<file path="config.mk">
export PLATFORM = sky130hd
export DESIGN_NAME = linkhold_ctrl
export DESIGN_NICKNAME = d
export VERILOG_FILES = /design/src/rtl/linkhold_pkg.sv /design/src/rtl/linkhold_capture.sv /design/src/rtl/linkhold_port.sv /design/src/rtl/linkhold_ctrl.sv
export SDC_FILE = /design/constraint.sdc
export NUM_CORES = 1
export LEC_CHECK = 0
export BUFFER_PORTS_ARGS = -buffer_cell sky130_fd_sc_hd__clkbuf_2
export CORE_ASPECT_RATIO = 1.2
export CORE_MARGIN = 2
export CORE_UTILIZATION = 35
export CTS_CLUSTER_DIAMETER = 50
export DETAILED_ROUTE_END_ITERATION = 10
export SETUP_SLACK_MARGIN = 0.3
export SYNTH_ARGS = -nofsm -noshare
export SYNTH_HDL_FRONTEND = slang
export SYNTH_SLANG_ARGS = --single-unit
</file>
<file path="constraint.sdc">
create_clock -name clk -period 1.4 [get_ports clk]
set_input_delay 0.14 -clock clk [delete_from_list [all_inputs] [get_ports clk]]
set_output_delay 0.14 -clock clk [all_outputs]
set_load 0.01 [all_outputs]
</file>
<file path="src/rtl/linkhold_pkg.sv">
package linkhold_pkg;

    localparam int DATA_W   = 16;
    localparam int REG_AW   = 5;
    localparam int CTRL_REG = 0;

    localparam int BIT_SWRST = 15;
    localparam int BIT_HOLD  = 11;
    localparam int BIT_PDN   = 10;

    localparam logic [DATA_W-1:0] STORE_MASK = 16'h73FF;

    typedef enum logic [1:0] {
        P_ACTIVE = 2'd0,
        P_HELD   = 2'd1,
        P_RESET  = 2'd2
    } port_st_e;

endpackage

</file>
<file path="src/rtl/linkhold_capture.sv">
module linkhold_capture #(
    parameter int SYNC_STAGES = 2
) (
    input  logic clk,
    input  logic hw_rst_n,
    input  logic hold_pin,
    output logic cap_q
);

    logic pin_sync;

    generate
        if (SYNC_STAGES <= 1) begin : g_single
            logic s_q;
            always_ff @(posedge clk) begin
                s_q <= hold_pin;
            end
            assign pin_sync = s_q;
        end else begin : g_chain
            logic [SYNC_STAGES-1:0] s_q;
            always_ff @(posedge clk) begin
                s_q <= {s_q[SYNC_STAGES-2:0], hold_pin};
            end
            assign pin_sync = s_q[SYNC_STAGES-1];
        end
    endgenerate

    // Loaded only while hardware reset is asserted; frozen afterwards.
    always_ff @(posedge clk) begin
        if (!hw_rst_n) begin
            cap_q <= pin_sync;
        end
    end

endmodule

</file>
<file path="src/rtl/linkhold_port.sv">
module linkhold_port
    import linkhold_pkg::*;
(
    input  logic              clk,
    input  logic              hw_rst_n,
    input  logic              cap_hold,
    input  logic              wr_stb,
    input  logic [DATA_W-1:0] wdata,
    output logic [DATA_W-1:0] ctrl_word,
    output logic              hold_o,
    output logic              pdn_o,
    output logic              pend_o,
    output logic              pwr_dn_o
);

    port_st_e          state_q;
    port_st_e          state_d;
    logic [DATA_W-1:0] store_q;
    logic              pdn_q;
    logic              accept;

    assign accept = wr_stb && (state_q != P_RESET);

    // Next-state selection
    always_comb begin
        state_d = state_q;
        unique case (state_q)
            P_ACTIVE, P_HELD: begin
                if (wr_stb) begin
                    if (wdata[BIT_SWRST]) begin
                        state_d = P_RESET;
                    end else if (wdata[BIT_HOLD]) begin
                        state_d = P_HELD;
                    end else begin
                        state_d = P_ACTIVE;
                    end
                end
            end
            P_RESET: begin
                state_d = cap_hold ? P_HELD : P_ACTIVE;
            end
            default: begin
                state_d = P_RESET;
            end
        endcase
    end

    // State register
    always_ff @(posedge clk) begin
        if (!hw_rst_n) begin
            state_q <= P_RESET;
        end else begin
            state_q <= state_d;
        end
    end

    // Plain register fields
    always_ff @(posedge clk) begin
        if (!hw_rst_n) begin
            store_q <= '0;
            pdn_q   <= 1'b0;
        end else if (accept) begin
            if (wdata[BIT_SWRST]) begin
                store_q <= '0;
                pdn_q   <= 1'b0;
            end else begin
                store_q <= wdata & STORE_MASK;
                pdn_q   <= wdata[BIT_PDN];
            end
        end
    end

    // Outputs
    always_comb begin
        hold_o = 1'b0;
        pend_o = 1'b0;
        unique case (state_q)
            P_ACTIVE: hold_o = 1'b0;
            P_HELD:   hold_o = 1'b1;
            P_RESET: begin
                hold_o = cap_hold;
                pend_o = 1'b1;
            end
            default: begin
                hold_o = 1'b1;
                pend_o = 1'b1;
            end
        endcase
        pdn_o              = pdn_q;
        pwr_dn_o           = hold_o | pdn_q;
        ctrl_word          = store_q;
        ctrl_word[BIT_HOLD]  = hold_o;
        ctrl_word[BIT_PDN]   = pdn_q;
        ctrl_word[BIT_SWRST] = pend_o;
    end

endmodule

</file>
<file path="src/rtl/linkhold_ctrl.sv">
module linkhold_ctrl
    import linkhold_pkg::*;
#(
    parameter int NUM_PORTS   = 8,
    parameter int ADDR_W      = 3,
    parameter int SYNC_STAGES = 2
) (
    input  logic                 clk,
    input  logic                 hw_rst_n,
    input  logic                 hold_pin,
    input  logic                 wr_en,
    input  logic [ADDR_W-1:0]    port_addr,
    input  logic [REG_AW-1:0]    reg_addr,
    input  logic [DATA_W-1:0]    wdata,
    output logic [DATA_W-1:0]    rdata,
    output logic [NUM_PORTS-1:0] pwr_dn
);

    logic                 cap_q;
    logic                 reg_hit;
    logic [NUM_PORTS-1:0] wr_stb;
    logic [NUM_PORTS-1:0] hold_vec;
    logic [NUM_PORTS-1:0] pdn_vec;
    logic [NUM_PORTS-1:0] pend_vec;
    logic [DATA_W-1:0]    ctrl_words [NUM_PORTS];

    assign reg_hit = (reg_addr == REG_AW'(CTRL_REG));

    linkhold_capture #(
        .SYNC_STAGES (SYNC_STAGES)
    ) u_cap (
        .clk      (clk),
        .hw_rst_n (hw_rst_n),
        .hold_pin (hold_pin),
        .cap_q    (cap_q)
    );

    generate
        for (genvar gi = 0; gi < NUM_PORTS; gi++) begin : g_port
            assign wr_stb[gi] = wr_en && reg_hit && (port_addr == ADDR_W'(gi));

            linkhold_port u_port (
                .clk       (clk),
                .hw_rst_n  (hw_rst_n),
                .cap_hold  (cap_q),
                .wr_stb    (wr_stb[gi]),
                .wdata     (wdata),
                .ctrl_word (ctrl_words[gi]),
                .hold_o    (hold_vec[gi]),
                .pdn_o     (pdn_vec[gi]),
                .pend_o    (pend_vec[gi]),
                .pwr_dn_o  (pwr_dn[gi])
            );
        end
    endgenerate

    always_comb begin
        rdata = '0;
        for (int i = 0; i < NUM_PORTS; i++) begin
            if (reg_hit && (port_addr == ADDR_W'(i))) begin
                rdata = ctrl_words[i];
            end
        end
    end

endmodule

</file>
# Word-level counts from Yosys, hierarchy flattened
# Index checks and enable logic that the tools add are counted.
# op_classes
n_shift,0
mux,45
div,0
eq_ne,39
bitwise_logic,8
reduce_logical,43
magnitude_cmp,0
multipliers,0
add_sub_neg,0
# ops
operator,count
$mux W16,8
$pmux W2 S2,8
$logic_and A1 B1 Y1,25
$mux W2,9
$eq A2 B1 Y1 const B,8
$eq A2 B2 Y1 const B,8
$logic_not A2 Y1,8
$ne A2 B1 Y1 const B,8
$ne A2 B2 Y1 const B,8
$pmux W1 S2,8
$reduce_or A2 Y1,8
$mux W15,1
$eq A3 B3 Y1 const B,4
$mux W1,11
$or A1 B1 Y1,8
$eq A3 B2 Y1 const B,2
$logic_not A5 Y1,1
$eq A3 B1 Y1 const B,1
$logic_not A3 Y1,1
# word_totals
output_inout_bits,24
romBits,0
elab_cells,161
latchBits,0
in_bits,28
ramBits,0
regBits,147
mem_count,0

# Logic depth before layout (Yosys ltp)
# Gate-level depths: netlist of the first run.
# depth
ltp_word,11
depth_mapped,7
depth_no_buf,4

# Cells and area by module
# A second synthesis of the first run with hierarchy kept.
# hier_totals
cells_unflattened,834
area_unflattened_um2,7641.1
# modules_own_cells
module,instances,seq_area_each_um2,cells_per_inst,area_each_um2
linkhold_port,8,320.3,80,773.2
linkhold_ctrl,1,0.0,190,1381.3
linkhold_capture,1,70.1,4,73.8

# Worst setup path before layout of the first run
# No wires, ideal clock.
# synth_path
kind,input to output
start,in port_addr[0]
end,out rdata[11]
arrival_ns,1.303
required_ns,1.260
setup_slack_ns,-0.043
path_buffers,1
path_stages,5
path_cell_list,buf_2 > mux2_2 > a2111oi_0 > nor2_1 > a31o_2
# synth_between
elab_chain_cells,10
elab_cells_between_ends,24
cone_classes,eq/ne: 7; mux: 8; reduce/logical: 9
# synth_lines
element,line_no,source
start: declaration,linkhold_ctrl.sv:12,"input logic [ADDR_W-1:0] port_addr,"
$logic_not A3 Y1,linkhold_ctrl.sv:60,if (reg_hit && (port_addr == ADDR_W'(i))) begin
$logic_and A1 B1 Y1,linkhold_ctrl.sv:60,
$mux W16 (7 in a row),linkhold_ctrl.sv:60,
$mux W16 (*),linkhold_ctrl.sv:60,
end: declaration,linkhold_ctrl.sv:15,"output logic [DATA_W-1:0] rdata,"
# Mark *: on every way between the ends. The rest lies on a longest branch, timed or not.

# Worst setup path after layout of the first run
# layout_path
start,reg u_cap.cap_q
end,out rdata[11]
# layout_between
elab_chain_cells,9
elab_cells_between_ends,16
cone_classes,mux: 16
# layout_lines
element,line_no,source
start: declaration,linkhold_capture.sv:7,output logic cap_q
start signal: assignment,linkhold_capture.sv:31,cap_q <= pin_sync;
$pmux W1 S2,linkhold_port.sv:77,unique case (state_q)
$mux W16 (7 in a row),linkhold_ctrl.sv:60,
$mux W16 (*),linkhold_ctrl.sv:60,
# Marks and branches as above.

==> metrics.csv, run 1 <==
stage;metric;value;unit
setup_path;slowest_delay;520;ps
setup_path;ff2ff_path_depth;6;
pwr;fin_total_pwr;8821;µW
synth;synth_top_area_share;0.4195;
setup_path;worst_ep_required_time;1260;ps
synth;netlist_area;0.006203;mm²
synth;synth_seq_cells;131;
placed_design;placed_area;0.007393;mm²
sta;rsz0062_at_grt;true;
clocking;clkTransAtPathRegs;50;ps
sta;drv_slew;0;
setup_path;critical_path_class;reg2out;
clocking;clock_latency;420;ps
floorplanning;placementRows;53;
setup_path;start_kind;register;
clocking;numCtsBuffers;17;
synth;ys.flop_type;dfxtp_1;
synth;synth-edff-count;1;
synth;synthArstFlopShare;0;
synth;ys_top_cells_by_area;dfxtp_1 (42%), mux2i_1 (12%), nand2_1 (6.8%);
grt;gr-total-overflow;0;
grt;grt_use_total;0.2354;
sta;max_freq;0.5184;GHz
synth;yosysSeqAreaShare;0.4244;
sta;skew;9.438;ps
floorplanning;io_pins;52;
setup_path;critPathMaxFanout;5;
grt;grt_max_degree;65;
synth;syn_area_per_cell;9.004;µm²
placed_design;hpwlAfterDp;12.13;mm
setup_path;crit_chain;buf_4 -> buf_8 -> o2bb2ai_1 -> a31o_2 -> clkbuf_2;
min_path;hold_path.class;in2reg;
floorplanning;die_h;149.8;µm
sta;fin_tns_setup;-6500;ps
clocking;cts-root-buf;clkbuf_16;
floorplanning;die_area;0.01881;mm²
synth;syn_nets;717;
synth;netlist_instances;689;
finish;design_area;0.009306;mm²
routing;drtIter0Drc;396;
clocking;htreeDepth;4;
routing;routed_wirelength;22.29;mm
synth;synth_common_cells;dfxtp_1 (130), nand2_1 (113), o21ai_0 (75);
routing;routedWlPerCell;20.89;µm
grt;grt_pass1_wl;33.86;mm
clocking;tritoncts;done;
floorplanning;die_x;125.5;µm
synth;yosysWarnings;0;
pwr;p_leak;0.003955;µW
clocking;cts_num_sinks;131;
placed_design;gp_congestion;0.8288;
routing;final_antenna_net_count;0;
flow_run;drv_cap;0;
sta;setup_violations;25;
placed_design;place_ws;-175.1;ps
setup_path;ff2ff_setup_slack;-50;ps
placed_design;dp_cells;989;
pwr;power.density;947.8;mW/mm²
pwr;ir_worst_vdd;0.001120;V
sta;layout_min_cycle_time;1929;ps
sta;setup_slack;-528.9;ps
finish;fin_nets;863;
setup_path;end_kind;output pin;
min_path;hold_depth;2;
grt;antenna_found_initial;0;
finish;antenna_cells;0;
placed_design;io_buffers;51;
synth;yosys.cell_types.count;51;
clocking;cts_buffer_depth;2;
routing;viasPerCell;5.659;
sta;worst_pin_slew;481.4;ps
routing;drc;0;
floorplanning;coreArea;0.01744;mm²
outcome;failed_checks;negative setup slack;
sta;hold_viol_final;0;
setup_path;crit_arrival;1790;ps
finish;fillerInstances;1530;
synth;synth_most_common_cell;dfxtp_1;
finish;fin_cells;1067;
setup_path;crit_slowest_cell;edfxtp_1;
routing;drt_pre_antenna_iters;5;
floorplanning;start_util;0.3557;
sta;min_period_over_period;1.378;
finish;syn_to_final_growth;50.02;%
sta;max_slew_margin;0.6783;
routing;vias;6038;
outcome;status;finished, violations left;
synth;yosysTopAreaCell;dfxtp_1;
grt;first_global_vias;5966;
finish;drive_above_1_share;0.4569;
cell type report:
class	instances	area [µm²]	area share
Multi-Input combinational cell	488	3734	0.4012
Sequential cell	131	2688	0.2888
Timing Repair Buffer	188	2046	0.2198
Clock buffer	22	464.2	0.04988
Tap cell	220	275.3	0.02958
Clock inverter	9	56.30	0.006050
Inverter	9	43.79	0.004706
sequential cells by signal, indices dropped and copies added, names as in the netlist:
name	flops
u_cap.cap_q	1
u_cap.g_chain.s_q	2
g_port.u_port.pdn_o	8
g_port.u_port.store_q	104
g_port.u_port.state_q	16
report_power, final:
group / leakage [µW] / switching, µW / internal [µW]
registers: 0.00108 / 37.7 / 3780
logic: 0.00262 / 559 / 477
clock network: 0.000260 / 1640 / 2330
total: 0.00396 / 2230 / 6590
metrics by stage:
step	util	hold WS, ps
3_3_place_gp	0.4239	244.8
2_1_floorplan	-	167.7
3_5_place_dp	0.4239	248.8
4_1_cts	0.5099	18.61
6_report	0.5336	29.10
5_1_grt	0.5336	22.49
timing repair:
action,in CTS,in global routing
pin swaps,34,20
resized for setup,146,129
setup endpoints to repair,140,147
hold buffers,1,0
setup buffers,22,9
endpoints found under the hold margin,1,0
gates cloned,15,0
kinds of logic after synthesis:
logic type | count (synthesis) | synth area share
buf+inv | 70 | 0.05688
flops | 131 | 0.4244
mux | 90 | 0.1686
simple gates | 236 | 0.1860
compound gates | 162 | 0.1642
path summary, 6_finish.rpt:
| check | to | from |
|---|---|---|
| worst max-delay path | rdata[11] | u_cap.cap_q |
| worst min-delay path | u_cap.cap_q | hw_rst_n |
| worst max register to register | g_port[2].u_port.state_q[0] | u_cap.cap_q |
| worst min register to register | u_cap.g_chain.s_q[1] | u_cap.g_chain.s_q[0] |
metal layers:
| layer | wire length [µm] | share of wire | track usage |
|---|---|---|---|
| met1 | 9272 | 0.42 | 0.2948 |
| met2 | 10930 | 0.49 | 0.3951 |
| met3 | 1306 | 0.059 | 0.04898 |
| met4 | 775 | 0.035 | 0.09722 |
| met5 | 0 | 0 | 0 |
critical path: cells and delay by family (launching register included):
kind	cells	cell delay, ps
DFF	1	520
buffers and inverters	3	450
AOI/OAI and AO/OA	2	390
layout by cell type (no fill, tap or decap), types with 5 or more instances in the layout:
cell type	instances
o22a_1	5
o21ai_0	10
o21ai_1	36
nand2_2	8
buf_6	29
nand2_1	101
nand3_1	49
nor2_1	17
clkbuf_16	17
nand2b_1	9
clkinv_2	5
clkbuf_2	38
mux4_2	11
nand3_2	14
buf_16	14
buf_4	71
a22oi_1	5
a21oi_1	16
mux2i_1	70
buf_12	25
buf_2	6
o22ai_2	5
dfxtp_2	38
o311ai_1	5
a21oi_2	13
o21ai_2	29
inv_4	5
dfxtp_1	90
No activity file was read; power rests on OpenSTA's default activity.
==> run 2, diff against run 1 <==
--- a/config.mk
+++ b/config.mk
@@ -11,6 +11,7 @@
 export CORE_UTILIZATION = 35
 export CTS_CLUSTER_DIAMETER = 50
 export DETAILED_ROUTE_END_ITERATION = 10
+export RECOVER_POWER = 100
 export SETUP_SLACK_MARGIN = 0.3
 export SYNTH_ARGS = -nofsm -noshare
 export SYNTH_HDL_FRONTEND = slang
==> run 2 against run 1 <==
Net effect: the run still ends with negative setup slack left; count of clock-buffer cells in the layout is the same; non-clock buffer count unchanged; register-to-register slack is essentially flat; global-route usage stayed put.
==> metrics.csv, run 2 (same netlist as run 1, synthesis figures left out) <==
stage;metric;value;unit;change
outcome;status;finished, violations left;;
outcome;failed_checks;negative setup slack;;
routing;viasPerCell;5.708;;+0.86%
clocking;tritoncts;done;;
pwr;fin_total_pwr;8800;µW;-0.24%
routing;drt_pre_antenna_iters;5;;unchanged
sta;fin_tns_setup;-7595;ps;-1094 ps
grt;first_global_vias;5966;;unchanged
setup_path;ff2ff_path_depth;6;;unchanged
floorplanning;die_h;149.8;µm;unchanged
finish;syn_to_final_growth;46.41;%;
clocking;cts_num_sinks;131;;unchanged
pwr;p_seq_frac;0.433;;about the same
grt;antenna_found_initial;0;;unchanged
pwr;p_sw;2222;µW;-0.51%
floorplanning;die_area;0.01881;mm²;unchanged
min_path;hold_depth;2;;unchanged
finish;top_register;g_port.u_port.store_q;;
grt;grt_use_total;0.2354;;unchanged
setup_path;crit_chain;buf_4 -> buf_8 -> o2bb2ai_1 -> a31o_2 -> clkbuf_2;;
routing;routedWlPerCell;20.86;µm;-0.13%
finish;drive_above_1_share;0.4475;;-0.009445
placed_design;hpwlAfterDp;12.13;mm;unchanged
routing;vias;6090;;+0.86%
pwr;swShare;0.2525;;-0.0006978
setup_path;end_kind;output pin;;
finish;layout_commonest_cell;nand2_1;;
routing;routed_wirelength;22.26;mm;-0.13%
clocking;htreeDepth;4;;unchanged
finish;fin_nets;863;;unchanged
routing;final_antenna_net_count;0;;unchanged
clocking;clkTransAtPathRegs;50;ps;about the same
floorplanning;placementRows;53;;unchanged
clocking;numCtsBuffers;17;;unchanged
pwr;combPwrFrac;0.115;;-0.002
setup_path;cp_num_buf_inv;3;;unchanged
sta;rsz0062_at_grt;true;;
sta;setup_violations;46;;+84%
setup_path;cp.depth;5;;unchanged
setup_path;crit_arrival;1780;ps;about the same
placed_design;io_buffers;51;;unchanged
pwr;power.density;968.9;mW/mm²;+2.2%
placed_design;gp_congestion;0.8288;;unchanged
sta;min_period_over_period;1.372;;-0.006024
finish;largest_reg_flops;104;;unchanged
sta;setup_slack;-520.5;ps;+8.434 ps
setup_path;worst_ep_required_time;1260;ps;about the same
sta;skew;8.692;ps;-0.7459 ps
pwr;ir_worst_vdd;0.001127;V;+0.67%
clocking;cts-root-buf;clkbuf_16;;
sta;hold_viol_final;0;;unchanged
setup_path;start_kind;register;;
sta;worst_pin_slew;495.5;ps;+14.12 ps
sta;max_slew_margin;0.6689;;-0.009439
finish;final_cell_mix;nand2_1 (101), dfxtp_1 (90), mux2i_1 (70), buf_4 (68), nand3_1 (53);;
setup_path;critPathMaxFanout;5;;unchanged
sta;layout_min_cycle_time;1920;ps;-8.434 ps
pwr;p_leak;0.003871;µW;-2.1%
floorplanning;start_util;0.3557;;unchanged
setup_path;slowest_delay;520;ps;about the same
grt;grt_max_degree;65;;unchanged
pwr;power.share.clock;0.451;;about the same
setup_path;critical_path_class;reg2out;;
setup_path;crit_family;flip-flops;;
flow_run;drv_cap;0;;unchanged
finish;fillerInstances;1557;;+1.8%
finish;antenna_cells;0;;unchanged
floorplanning;die_x;125.5;µm;unchanged
grt;gr-total-overflow;0;;unchanged
clocking;clock_latency;420;ps;about the same
sta;drv_slew;0;;unchanged
floorplanning;io_pins;52;;unchanged
pwr;power.internal;6578;µW;-0.14%
clocking;cts_buffer_depth;2;;unchanged
grt;grt_pass1_wl;33.86;mm;unchanged
setup_path;crit_slowest_cell;edfxtp_1;;
routing;drtIter0Drc;397;;+0.25%
sta;max_freq;0.5207;GHz;+0.44%
min_path;hold_path.class;in2reg;;
floorplanning;coreArea;0.01744;mm²;unchanged
routing;drc;0;;unchanged
-- run 2: changes by cell type in the layout (fill, tap and decap cells not counted), sizes merged --
cell	previous run	this run
clkbuf	61	74
buf	147	134
-- run 2: power by group through the flow --
stage	Clock [µW]	Sequential (µW)	Combinational [µW]
after CTS	4000	3810	934
after global placement	0	3890	801
after global routing	4180	3820	1080
final	3970	3810	1010
after floorplan	0	3890	474
after detailed placement	0	3880	805
-- run 2: final cells by class --
| type | count | area, µm² | share of cell area |
|---|---|---|---|
| sequential | 131 | 2688 | 0.2959 |
| tap | 220 | 275.3 | 0.03031 |
| inverter | 9 | 43.79 | 0.004822 |
| clock buffer | 22 | 464.2 | 0.05111 |
| multi-input combinational | 488 | 3670 | 0.4041 |
| timing repair buffer | 188 | 1886 | 0.2076 |
| clock inverter | 9 | 56.30 | 0.006199 |
-- run 2: timing repair --
action	4_1_cts	5_1_grt
buffers inserted	22	9
endpoints found under the hold margin	1	0
pin swaps	34	20
gates cloned	15	0
endpoints found under the setup margin	140	147
hold buffers	1	0
resized for setup	146	129
-- run 2: worst reg2reg max path, stage by stage, from the launching register on --
cell and delay [ps]:
edfxtp_1 520, buf_4 200, buf_8 130, nand2_4 70, buf_4 100, nor2_1 40, o31a_1 280
-- run 2: path summary, 6_finish.rpt --
kind	from	endpoint	slack, ps
min	hw_rst_n	u_cap.cap_q	50
max	u_cap.cap_q	rdata[11]	-520
max reg2reg	u_cap.cap_q	g_port[2].u_port.state_q[0]	-50
min reg2reg	u_cap.g_chain.s_q[0]	u_cap.g_chain.s_q[1]	330
-- run 2: per-stage QoR --
| step | hold WS (ps) | util | setup slack (ps) | std cells | cell area (µm²) |
|---|---|---|---|---|---|
| finish | 49.43 | 0.5208 | -520.5 | 1067 | 9082 |
| global route | 41.95 | 0.5208 | -569.5 | 1067 | 9082 |
| CTS | 18.61 | 0.5099 | -520.0 | 1058 | 8894 |
| detailed placement | 248.8 | 0.4239 | -175.1 | 989 | 7393 |
| global placement | 244.8 | 0.4239 | -182.2 | 989 | 7393 |
| floorplan | 167.7 | - | -3.624 | 689 | 6405 |
-- run 2: layer usage --
metal | part of all wire | vias to the layer above | global-route usage
met2 | 0.49 | 251 | 0.3951
li1 | - | 2794 | -
met3 | 0.065 | 73 | 0.04898
met5 | 0 | - | 0
met1 | 0.41 | 2972 | 0.2948
met4 | 0.040 | 0 | 0.09722
